## config.mk

```make
export PLATFORM = sky130hd
export DESIGN_NAME = mmc_cmd_seq
export DESIGN_NICKNAME = d
export VERILOG_FILES = /design/src/rtl/mmc_cmd_seq.sv
export SDC_FILE = /design/constraint.sdc
export NUM_CORES = 1
export LEC_CHECK = 0
export ABC_AREA = 0
export BUFFER_PORTS_ARGS = -buffer_cell sky130_fd_sc_hd__buf_4
export CORE_ASPECT_RATIO = 0.8
export CORE_MARGIN = 5
export CORE_UTILIZATION = 30
export CTS_CLUSTER_DIAMETER = 60
export DETAILED_ROUTE_END_ITERATION = 10
export REMOVE_ABC_BUFFERS = 1
export SYNTH_ARGS = -nofsm -noshare
export SYNTH_HDL_FRONTEND = slang
export SYNTH_SLANG_ARGS = --single-unit
```

## constraint.sdc

```tcl
create_clock -name clk -period 12.7 [get_ports clk]
set_input_delay 1.27 -clock clk [delete_from_list [all_inputs] [get_ports clk]]
set_output_delay 1.27 -clock clk [all_outputs]
set_load 0.1 [all_outputs]
```

## src/rtl/mmc_cmd_seq.sv

```systemverilog
module mmc_cmd_seq #(
  parameter int RESP_HW   = 9,
  parameter int RSP_BYTES = 16,
  parameter int LONG_RSP  = 16,
  parameter int SHORT_RSP = 4,
  parameter int BLKLEN_W  = 12,
  parameter int BLKCNT_W  = 16
) (
  input  logic                       clk,
  input  logic                       rst_n,
  input  logic                       reg_wr,
  input  logic                       reg_rd,
  input  logic [3:0]                 reg_addr,
  input  logic [15:0]                reg_wdata,
  output logic [15:0]                reg_rdata,
  output logic                       card_req_valid,
  input  logic                       card_req_ready,
  output logic [5:0]                 card_cmd,
  output logic [31:0]                card_arg,
  input  logic                       card_rsp_valid,
  input  logic [4:0]                 card_rsp_len,
  input  logic [8*RSP_BYTES-1:0]     card_rsp_data,
  output logic                       end_cmd_req,
  output logic                       xfer_active,
  output logic [BLKLEN_W+BLKCNT_W-1:0] bytes_left
);
  localparam int PTR_W = $clog2(RESP_HW + 1);
  localparam int CNT_W = BLKLEN_W + BLKCNT_W;

  typedef enum logic [1:0] {S_IDLE, S_REQ, S_WAIT} st_t;
  st_t st;

  logic [5:0]          cmd_q;
  logic [31:0]         arg_q;
  logic [13:0]         ctl_q;
  logic [BLKLEN_W-1:0] blen_q;
  logic [BLKCNT_W-1:0] bcnt_q;
  logic                clk_on, tout, rsp_end, pending;
  logic [15:0]         rq [RESP_HW];
  logic [PTR_W-1:0]    rptr;

  wire wr_clk  = reg_wr && reg_addr == 4'd0;
  wire wr_ctl  = reg_wr && reg_addr == 4'd5;
  wire pop     = reg_rd && reg_addr == 4'd8 && rptr < PTR_W'(RESP_HW);
  wire stop    = wr_clk && reg_wdata[1];
  wire start_go = wr_clk && reg_wdata[0] && !reg_wdata[1] && pending && !ctl_q[10];
  wire ctl_go  = wr_ctl && !reg_wdata[10] && clk_on;
  wire go      = ctl_go || start_go;
  wire got_rsp = st == S_WAIT && card_rsp_valid;
  wire rsp_ok  = ctl_q[1:0] == 2'd0 ||
                 (ctl_q[1:0] == 2'd2 ? 32'(card_rsp_len) >= LONG_RSP
                                     : 32'(card_rsp_len) >= SHORT_RSP);

  assign card_req_valid = st == S_REQ;
  assign card_cmd = cmd_q;
  assign card_arg = arg_q;

  always_ff @(posedge clk) begin
    if (!rst_n) begin
      st <= S_IDLE; cmd_q <= '0; arg_q <= '0; ctl_q <= '0; blen_q <= '0; bcnt_q <= '0;
      clk_on <= 1'b0; tout <= 1'b0; rsp_end <= 1'b0; pending <= 1'b0;
      rptr <= PTR_W'(RESP_HW); end_cmd_req <= 1'b0; xfer_active <= 1'b0; bytes_left <= '0;
      for (int i = 0; i < RESP_HW; i++) rq[i] <= '0;
    end else begin
      if (reg_wr) begin
        case (reg_addr)
          4'd2: cmd_q <= reg_wdata[5:0];
          4'd3: arg_q[31:16] <= reg_wdata;
          4'd4: arg_q[15:0] <= reg_wdata;
          4'd6: blen_q <= reg_wdata[BLKLEN_W-1:0];
          4'd7: bcnt_q <= reg_wdata[BLKCNT_W-1:0];
          4'd9: if (reg_wdata[0]) end_cmd_req <= 1'b0;
          default: ;
        endcase
      end
      if (pop) rptr <= rptr + 1'b1;
      if (st == S_REQ && card_req_ready) st <= S_WAIT;
      if (got_rsp) begin
        st <= S_IDLE;
        end_cmd_req <= 1'b1;
        rptr <= '0;
        for (int i = 0; i < RESP_HW; i++)
          for (int b = 0; b < 2; b++)
            rq[i][8*b +: 8] <= (rsp_ok && 2*i+b < RSP_BYTES && 2*i+b < 32'(card_rsp_len))
                               ? card_rsp_data[8*((2*i+b) % RSP_BYTES) +: 8] : 8'h00;
        if (rsp_ok) begin
          rsp_end <= 1'b1;
          if (ctl_q[2]) bytes_left <= CNT_W'(blen_q) * CNT_W'(bcnt_q);
          else xfer_active <= 1'b0;
        end else begin
          tout <= 1'b1;
          xfer_active <= 1'b0;
        end
      end
      if (wr_ctl) begin
        ctl_q <= reg_wdata[13:0] & 14'h3DFF;
        pending <= 1'b1;
        xfer_active <= 1'b0;
        if (!reg_wdata[10]) begin tout <= 1'b0; rsp_end <= 1'b0; end
      end
      if (wr_clk && reg_wdata[0]) clk_on <= 1'b1;
      if (go) begin
        st <= S_REQ; pending <= 1'b0; xfer_active <= 1'b1;
        tout <= 1'b0; rsp_end <= 1'b0;
      end
      if (stop) begin
        clk_on <= 1'b0; xfer_active <= 1'b0; st <= S_IDLE;
      end
    end
  end

  wire [15:0] status = {2'b00, rsp_end, 4'b0000, clk_on, 6'b000000, tout, 1'b0};

  always_comb begin
    case (reg_addr)
      4'd1: reg_rdata = status;
      4'd2: reg_rdata = {9'd0, 1'b1, cmd_q};
      4'd3: reg_rdata = arg_q[31:16];
      4'd4: reg_rdata = arg_q[15:0];
      4'd5: reg_rdata = {2'b00, ctl_q};
      4'd6: reg_rdata = 16'(blen_q);
      4'd7: reg_rdata = 16'(bcnt_q);
      4'd8: reg_rdata = (rptr < PTR_W'(RESP_HW)) ? rq[rptr] : 16'h0000;
      4'd9: reg_rdata = {15'd0, end_cmd_req};
      default: reg_rdata = 16'h0000;
    endcase
  end

  p_req_hold_r4: assert property (@(posedge clk) disable iff (!rst_n)
    card_req_valid && !card_req_ready && !stop |=> card_req_valid);
  p_issue_r5: assert property (@(posedge clk) disable iff (!rst_n)
    go |=> card_req_valid && xfer_active);
  p_status_excl_r12: assert property (@(posedge clk) disable iff (!rst_n)
    !(tout && rsp_end));
  p_ptr_bound_r9: assert property (@(posedge clk) disable iff (!rst_n)
    rptr <= PTR_W'(RESP_HW));
  p_end_req_r7: assert property (@(posedge clk) disable iff (!rst_n)
    $rose(end_cmd_req) |-> $past(card_rsp_valid));
  p_clk_stop_r11: assert property (@(posedge clk) disable iff (!rst_n)
    stop |=> !clk_on && !xfer_active && !card_req_valid);
endmodule

```

Word level (Yosys, flattened, before mapping)

Memories as Yosys holds them, arrays and structs flattened.
Index checks and enable logic that the tools add are counted.

$add $sub $neg: 1
$mul: 1
Divide/modulo/power cells: 0
$lt $le $gt $ge: 19
Eq/ne operators: 13
Shift-type cells: 0
Muxes and demuxes: 63
Bitwise gates (word level): 19
Reductions and logical operators: 54

Operator list:

| kind                | count |
|---|---|
| $mux 8              | 34 |
| $pmux 16 s9         | 1 |
| $lt 4x5->1 const A  | 8 |
| $logic_and 1x1->1   | 29 |
| $mul 12x16->28      | 1 |
| $mux 1              | 25 |
| $lt 3x5->1 const A  | 4 |
| $or 1x1->1          | 18 |
| $eq 4x3->1 const B  | 4 |
| $mux 16             | 1 |
| $reduce_and 2->1    | 6 |
| $lt 1x5->1 const A  | 2 |
| $lt 2x5->1 const A  | 2 |
| $eq 4x2->1 const B  | 2 |
| $eq 4x4->1 const B  | 2 |
| $mux 4              | 2 |
| $reduce_bool 2->1   | 4 |
| $reduce_and 3->1    | 2 |
| $reduce_bool 3->1   | 2 |
| $reduce_or 2->1     | 3 |
| $ge 5x3->1 const B  | 1 |
| $ge 5x5->1 const B  | 1 |
| $add 4x1->4 const B | 1 |
| $eq 2x2->1 const B  | 2 |
| other kinds (10)    | 13 |

Register bits: 119
Bits in latches: 0
RAM bits: 144
ROM bits: 0
Output and inout bits: 85
Logic and storage cells: 188
Memories kept: 1

Memories:

| memory | depth | width | rd ports | clocked after Yosys merged registers in | write ports | line | source |
|---|---|---|---|---|---|---|---|
| rq     | 9     | 16    | 1        | 0                                       | 9           | 39   | `logic [15:0] rq [RESP_HW];` |

Longest topological paths before layout

Gate-level depths: netlist (run 1).

Depth after elaboration: 9
Gate-level depth with buffers: 21

Worst setup path after synthesis (run 1)

OpenSTA, ideal clock, no wires.

Path kind: input -> register
Start: input card_rsp_valid
End: memory rq[0][0] (enable)
Arrival time: 10.454 ns
Slack: 1.446 ns
Stages: 2
Path through: nand2_1 o21ai_0

RTL lines:

| item               | line | source |
|---|---|---|
| start: declaration | 20   | `input logic card_rsp_valid,` |
| end: declaration   | 39   |  |

Final worst setup path (run 1)

Start: register blen_q[5]
End: register bytes_left[22]

Cells in the longest elaborated chain, start to end: 1

RTL lines:

| item                     | line | source |
|---|---|---|
| start: declaration       | 36   | `logic [BLKLEN_W-1:0] blen_q;` |
| start signal: assignment | 70   | `4'd6: blen_q <= reg_wdata[BLKLEN_W-1:0];` |
| $mul 12x16->28           | 88   | `if (ctl_q[2]) bytes_left <= CNT_W'(blen_q) * CNT_W'(bcnt_q);` |
| end signal: assignment   | 88   |  |
| end: declaration         | 25   | `output logic [BLKLEN_W+BLKCNT_W-1:0] bytes_left` |

Every way passes these cells.
A chain may end at the register's enable or synchronous reset.

==> results of run 1 <==
==> through the flow <==
step           cell area [sq um]  power, mW
6_report                   20660      1.846
5_1_grt                    20650      1.906
4_1_cts                    20650      1.860
3_5_place_dp               19660      1.001
3_3_place_gp               19660     0.9986
2_1_floorplan              16790     0.9305
==> worst reg2reg max path, delay by kind of cell, from the launching register on <==
family | cells | cell delay [ns]
adders and majority gates | 6 | 2.96
and+or+nand+nor | 4 | 0.98
DFF | 1 | 0.81
AOI/OAI and AO/OA | 3 | 0.79
buffers and inverters | 3 | 0.15
==> cells by family (layout without fill, tap and decap cells) <==
kind of cell,count (synthesis),after routing,synth area share (%)
buffers and inverters,297,498,7.031
multiplexers,68,68,6.459
XOR/XNOR,15,15,0.7603
flip-flops,247,247,36.03
AO/OA/AOI/OAI,265,265,9.912
AND/OR/NAND/NOR,665,665,18.67
other,0,3,0
adder cells (fa/ha/maj),208,208,21.14
==> cell usage in the layout (no fill, tap or decap), types with 34 or more instances in the layout <==
| master | Yosys | layout |
|---|---|---|
| edfxtp_1 | 128 | 128 |
| mux4_2 | 34 | 34 |
| nand2_1 | 339 | 339 |
| inv_1 | 194 | 193 |
| a21oi_1 | 129 | 129 |
| dfxtp_1 | 119 | 118 |
| and2_1 | 175 | 175 |
| o21ai_0 | 36 | 35 |
| fa_1 | 140 | 140 |
| buf_4 | 3 | 253 |
| ha_1 | 68 | 68 |
==> report_power, final <==
group	internal, mW	switching (mW)
clock network	0.504	0.358
logic	0.0486	0.0689
registers	0.854	0.0118
total	1.41	0.439
==> flip-flops by register name, summed over array words and instances, names as in the netlist, 2 cells and up <==
| name | count |
|---|---|
| st | 2 |
| ctl_q | 13 |
| blen_q | 12 |
| rptr | 4 |
| rq | 128 |
| bcnt_q | 16 |
| card_cmd | 6 |
| card_arg | 32 |
| bytes_left | 28 |
==> how the worst max path moves through the flow <==
| stage | from | to | depth (start not counted) |
|---|---|---|---|
| floorplan | card_rsp_valid | rq[0][0] | 2 |
| global placement | bcnt_q[5] | bytes_left[22] | 16 |
| detailed placement | blen_q[5] | bytes_left[22] | 16 |
| CTS | blen_q[5] | bytes_left[22] | 16 |
| global route | blen_q[5] | bytes_left[22] | 16 |
| finish | blen_q[5] | bytes_left[22] | 16 |
==> final cells by class <==
type,count,share of cell area (%)
Antenna cell,3,0.03633
Clock buffer,41,4.039
Clock inverter,10,0.7933
Inverter,194,3.524
Multi-Input combinational cell,1221,47.67
Sequential cell,247,30.14
Tap cell,760,4.602
Timing Repair Buffer,253,9.192
==> metal layers <==
layer	GRT usage, %	vias to the layer above	routed length, microns
li1	-	6224	-
met1	23.18	6731	23480
met2	26.45	511	24700
met3	5.158	68	4930
met4	3.125	6	970
met5	0	-	60
==> Yosys cell counts (all sizes together) (7+ instances only) <==
library cell / count
dfxtp: 119
edfxtp: 128
nand2: 339
xnor2: 9
nand3: 28
and2: 176
nand4: 11
a21o: 7
nor2b: 24
buf: 33
o21ai: 43
mux2: 8
a22oi: 7
a31oi: 7
fa: 140
o211ai: 7
clkbuf: 70
ha: 68
and3: 19
a21oi: 139
mux2i: 26
mux4: 34
nor2: 36
nor3: 11
inv: 194
==> results.yml, run 1 <==
cells_and_area:
  regArea_sq_mm: 0.006227
  nets: 2312
  multi_input_area_sq_mm: 0.009851
  drive_above_1_share_pct: 19.38
  fillers: 5750
  areaGrowthSynthToFinish_pct: 19.57
  final_util_pct: 36.32
  final_cells: 2729
setup_path:
  crit_path_end_kind: "flip-flop"
  crit_path_top_delay_cell: "dfxtp_1"
  cp_top_family: "adder cells"
  cp.required_ns: 13.20
  r2r_end: "bytes_left[22]"
  crit_arrival_ns: 6.26
  startpoint_type: "flip-flop"
  r2r_cells: 16
  slowest_delay_ns: 0.81
  cp_cell_sequence: "nand2_1 > fa_1 > fa_1 > inv_1 > fa_1 > fa_1 > inv_1 > fa_1 > inv_1 > ha_1 > a21oi_1 > o21ai_0 > or3_1 > o211ai_1 > or4_1 > nand3_1"
  rr_startpoint: "blen_q[5]"
  cp.buffers_inverters: 3
  worstSetupPathType: "flip-flop to flip-flop"
  reg2reg_slack_ns: 6.94
  worstPathMaxFanout: 18
  crit_path_frequent_cell: "fa_1"
global_routing:
  grt_pass1_wl_mm: 82.80
  grt.overflow.total: 0
  grt.total_usage_pct: 16.79
  antenna_found_initial: 5
  grt_max_degree: 90
  grt_pass1_vias: 13700
yosys:
  syn_area_sq_mm: 0.01728
  synthDistinctLibCells: 82
  synth-edff-count: 128
  synth_top_area_share_pct: 22.24
  synth_area_leader_cell: "edfxtp_1"
  synth_area_per_cell_sq_um: 9.791
  ys_seq_area_share_pct: 36.03
  ys_ff_latch: 247
  synth.area.top_cells: "edfxtp_1 22%, fa_1 16%, dfxtp_1 14%"
  synthCells: 1765
  async_flop_share_pct: 0
  yosys_most_used_dff: "edfxtp_1"
  ys_warn_count: 0
cts:
  clkSlewWorstSetupHoldPaths_ns: 0.07
  cts_resized: 0
  postCtsSetupBuffers: 0
  h-tree-depth: 1
  ctsLongestPathBuffers: 3
  hold_buffers: 0
  root_buffer: "clkbuf_16"
  cts.sinks: 247
  clock_latency_ns: 0.59
  cts_made_buffers: 28
  cts_tree: "yes"
timing:
  worst_clock_skew_ns: 0.03536
  timing.hold.ws_ns: 0.4507
  fmax_mhz: 173.7
  min_period_ns: 5.756
  timing.final.ws_setup_ns: 6.944
  fin_crit_sh_pct: 45.32
  tightest_slew_ns: 1.120
  hold_viol_final: 0
  relSlewSlack_pct: 25.31
  tns_ns: 0
  setup-violations-final: 0
  final-max-slew-violation-count: 0
  rsz0062_at_grt: "false"
power:
  peakVddDrop_mv: 0.1058
  p_leak_nw: 8.763
  power_density_mw_per_mm2: 89.32
outcome:
  status: "finished clean"
die:
  die_width_microns: 278.3
  rows: 78
  core-area_sq_mm: 0.05690
  dieArea_sq_mm: 0.06253
  io_pins: 244
  chipHeight_microns: 224.7
  start_util_pct: 30.37
route:
  wirelength_mm: 54.14
  antenna_left: 0
  drc: 0
  num_vias: 13540
  wl_per_cell_microns: 19.84
  via_per_inst: 4.962
  drt_iter0_markers: 1113
  drt-pass1-iter-count: 5
worst_hold_path:
  whs_path_depth: 2
  hold_path.class: "flip-flop to flip-flop"
  hp-start: "bytes_left[6]"
  min_delay_worst_endpoint: "bytes_left[6]"
run:
  drv_cap: 0
placement:
  dp_hpwl_mm: 41.67
  pre_cts_ws_ns: 6.996
  port_buffers: 243
  dpl.cell_count: 2675
  gp_congestion: 0.9134
Note: power is estimated with default switching activity, not from simulation.
==> inputs of run 2 (changes only) <==
==> constraint.sdc (replaced) <==
create_clock -name clk -period 5.4 [get_ports clk]
set_input_delay 0.54 -clock clk [delete_from_list [all_inputs] [get_ports clk]]
set_output_delay 0.54 -clock clk [all_outputs]
set_load 0.1 [all_outputs]
==> results.yml, run 2 (same netlist as run 1, synthesis figures left out) <==
cts:
  root_buffer: "clkbuf_16"
  clkSlewWorstSetupHoldPaths_ns: 0.06
  ctsLongestPathBuffers: 3
  clock_latency_ns: 0.59
  cts.sinks: 247
  cts_made_buffers: 29
  cts_tree: "yes"
  hold_buffers: 0
  h-tree-depth: 1
setup_path:
  cp.required_ns: 5.84
  startpoint_type: "flip-flop"
  crit_start: "blen_q[8]"
  rr_startpoint: "blen_q[8]"
  crit_path_end_kind: "flip-flop"
  crit_arrival_ns: 5.67
  worstPathMaxFanout: 7
  worstSetupPathType: "flip-flop to flip-flop"
route:
  via_per_inst: 4.921
  drt_iter0_markers: 1034
  wl_per_cell_microns: 19.49
  wl_met1_mm: 23.49
  wirelength_mm: 54.46
  met3_length_mm: 5.177
  dr_wl_met2_mm: 25.00
  drt-pass1-iter-count: 5
  drc: 0
  routed.top_layer: "met5"
  num_vias: 13750
  antenna_left: 0
timing:
  final-max-slew-violation-count: 0
  setup-violations-final: 0
  min_period_ns: 5.235
  fmax_mhz: 191.0
  rsz0062_at_grt: "true"
  fin_crit_sh_pct: 96.94
  timing.hold.ws_ns: 0.2199
  relSlewSlack_pct: 31.39
  hold_viol_final: 0
  tns_ns: 0
  worst_clock_skew_ns: 0.01457
  tightest_slew_ns: 1.018
die:
  io_pins: 244
  rows: 78
  core-area_sq_mm: 0.05690
  start_util_pct: 30.37
  die_width_microns: 278.3
  chipHeight_microns: 224.7
  dieArea_sq_mm: 0.06253
global_routing:
  grt.overflow.total: 0
  antenna_found_initial: 5
  grt_max_degree: 80
  grt_pass1_vias: 14130
  grt.total_usage_pct: 17.02
  grt_pass1_wl_mm: 84.10
cells_and_area:
  nets: 2376
  final_cells: 2794
  final_cell_mix: "339 x nand2_1, 316 x buf_4, 193 x inv_1"
  regArea_sq_mm: 0.006265
  multi_input_area_sq_mm: 0.009906
  mostFrequentLayoutCell: "nand2_1"
  regMostFlops: "rq"
  drive_above_1_share_pct: 23.04
  fillers: 5713
  largest_reg_flops: 128
  areaGrowthSynthToFinish_pct: 22.74
outcome:
  status: "finished clean"
worst_hold_path:
  hp-start: "reg_wdata[12]"
  hold_path.class: "input pin to flip-flop"
power:
  power_density_mw_per_mm2: 204.4
  peakVddDrop_mv: 0.2486
  p_leak_nw: 9.082
placement:
  dp_hpwl_mm: 43.49
  gp_congestion: 0.9149
  dpl.cell_count: 2737
  port_buffers: 243
run:
  drv_cap: 0
## run 2: area by class of cell
type	count	area share [%]
antenna	3	0.03540
clock buffer	36	3.640
clock inverter	17	0.9793
inverter	194	3.433
multi-input combinational	1221	46.71
sequential	247	29.54
tap	760	4.484
timing repair buffer	316	11.19
## run 2: report_power, final
group          switching, mW  internal (mW)
registers             0.0211           2.01
clock network          0.809           1.21
logic                  0.170          0.119
total                   1.00           3.33
## run 2: worst paths after layout
| kind | endpoint | slack, ns | cells past startpoint |
|---|---|---|---|
| worst min register to register | bytes_left[13] | 0.45 | 2 |
| worst max register to register | bytes_left[25] | 0.17 | 19 |
| worst max-delay path | bytes_left[25] | 0.17 | 19 |
| worst min-delay path | bcnt_q[12] | 0.22 | 3 |
## run 2: repair_timing
item	4_1_cts	5_1_grt
pin swaps	0	3
resized for setup	7	33
setup buffers	0	1
cloned	0	0
endpoints found under the setup margin	5	11
## run 2: worst max-delay path, stage by stage, from the launching register on
cell and delay, ns:
dfxtp_2 0.37, buf_4 0.17, and2_1 0.15, fa_1 0.53, inv_1 0.05, fa_1 0.47
inv_1 0.06, fa_1 0.46, fa_1 0.51, inv_1 0.05, fa_1 0.52, inv_1 0.04
ha_2 0.36, a21oi_2 0.09, buf_4 0.14, o221ai_1 0.41, a2bb2oi_1 0.19, a31oi_1 0.26
xnor2_1 0.15, a21oi_1 0.08
## run 2: layer usage
metal / global-route usage [%] / vias up
met4: 2.807 / 6
met5: 0 / -
met3: 5.542 / 56
li1: - / 6362
met2: 27.35 / 470
met1: 23.02 / 6856
## run 2: stage by stage
| stage | power (mW) | util, % | worst slack, ns | instance area [sq um] |
|---|---|---|---|---|
| 6_report | 4.335 | 37.28 | 0.1652 | 21210 |
| 3_3_place_gp | 2.355 | 35.37 | 0.04094 | 20120 |
| 2_1_floorplan | 2.188 | - | -5.124 | 16790 |
| 4_1_cts | 4.390 | 37.10 | 0.01254 | 21110 |
| 5_1_grt | 4.489 | 37.26 | -0.02529 | 21200 |
| 3_5_place_dp | 2.360 | 35.37 | -0.06206 | 20120 |
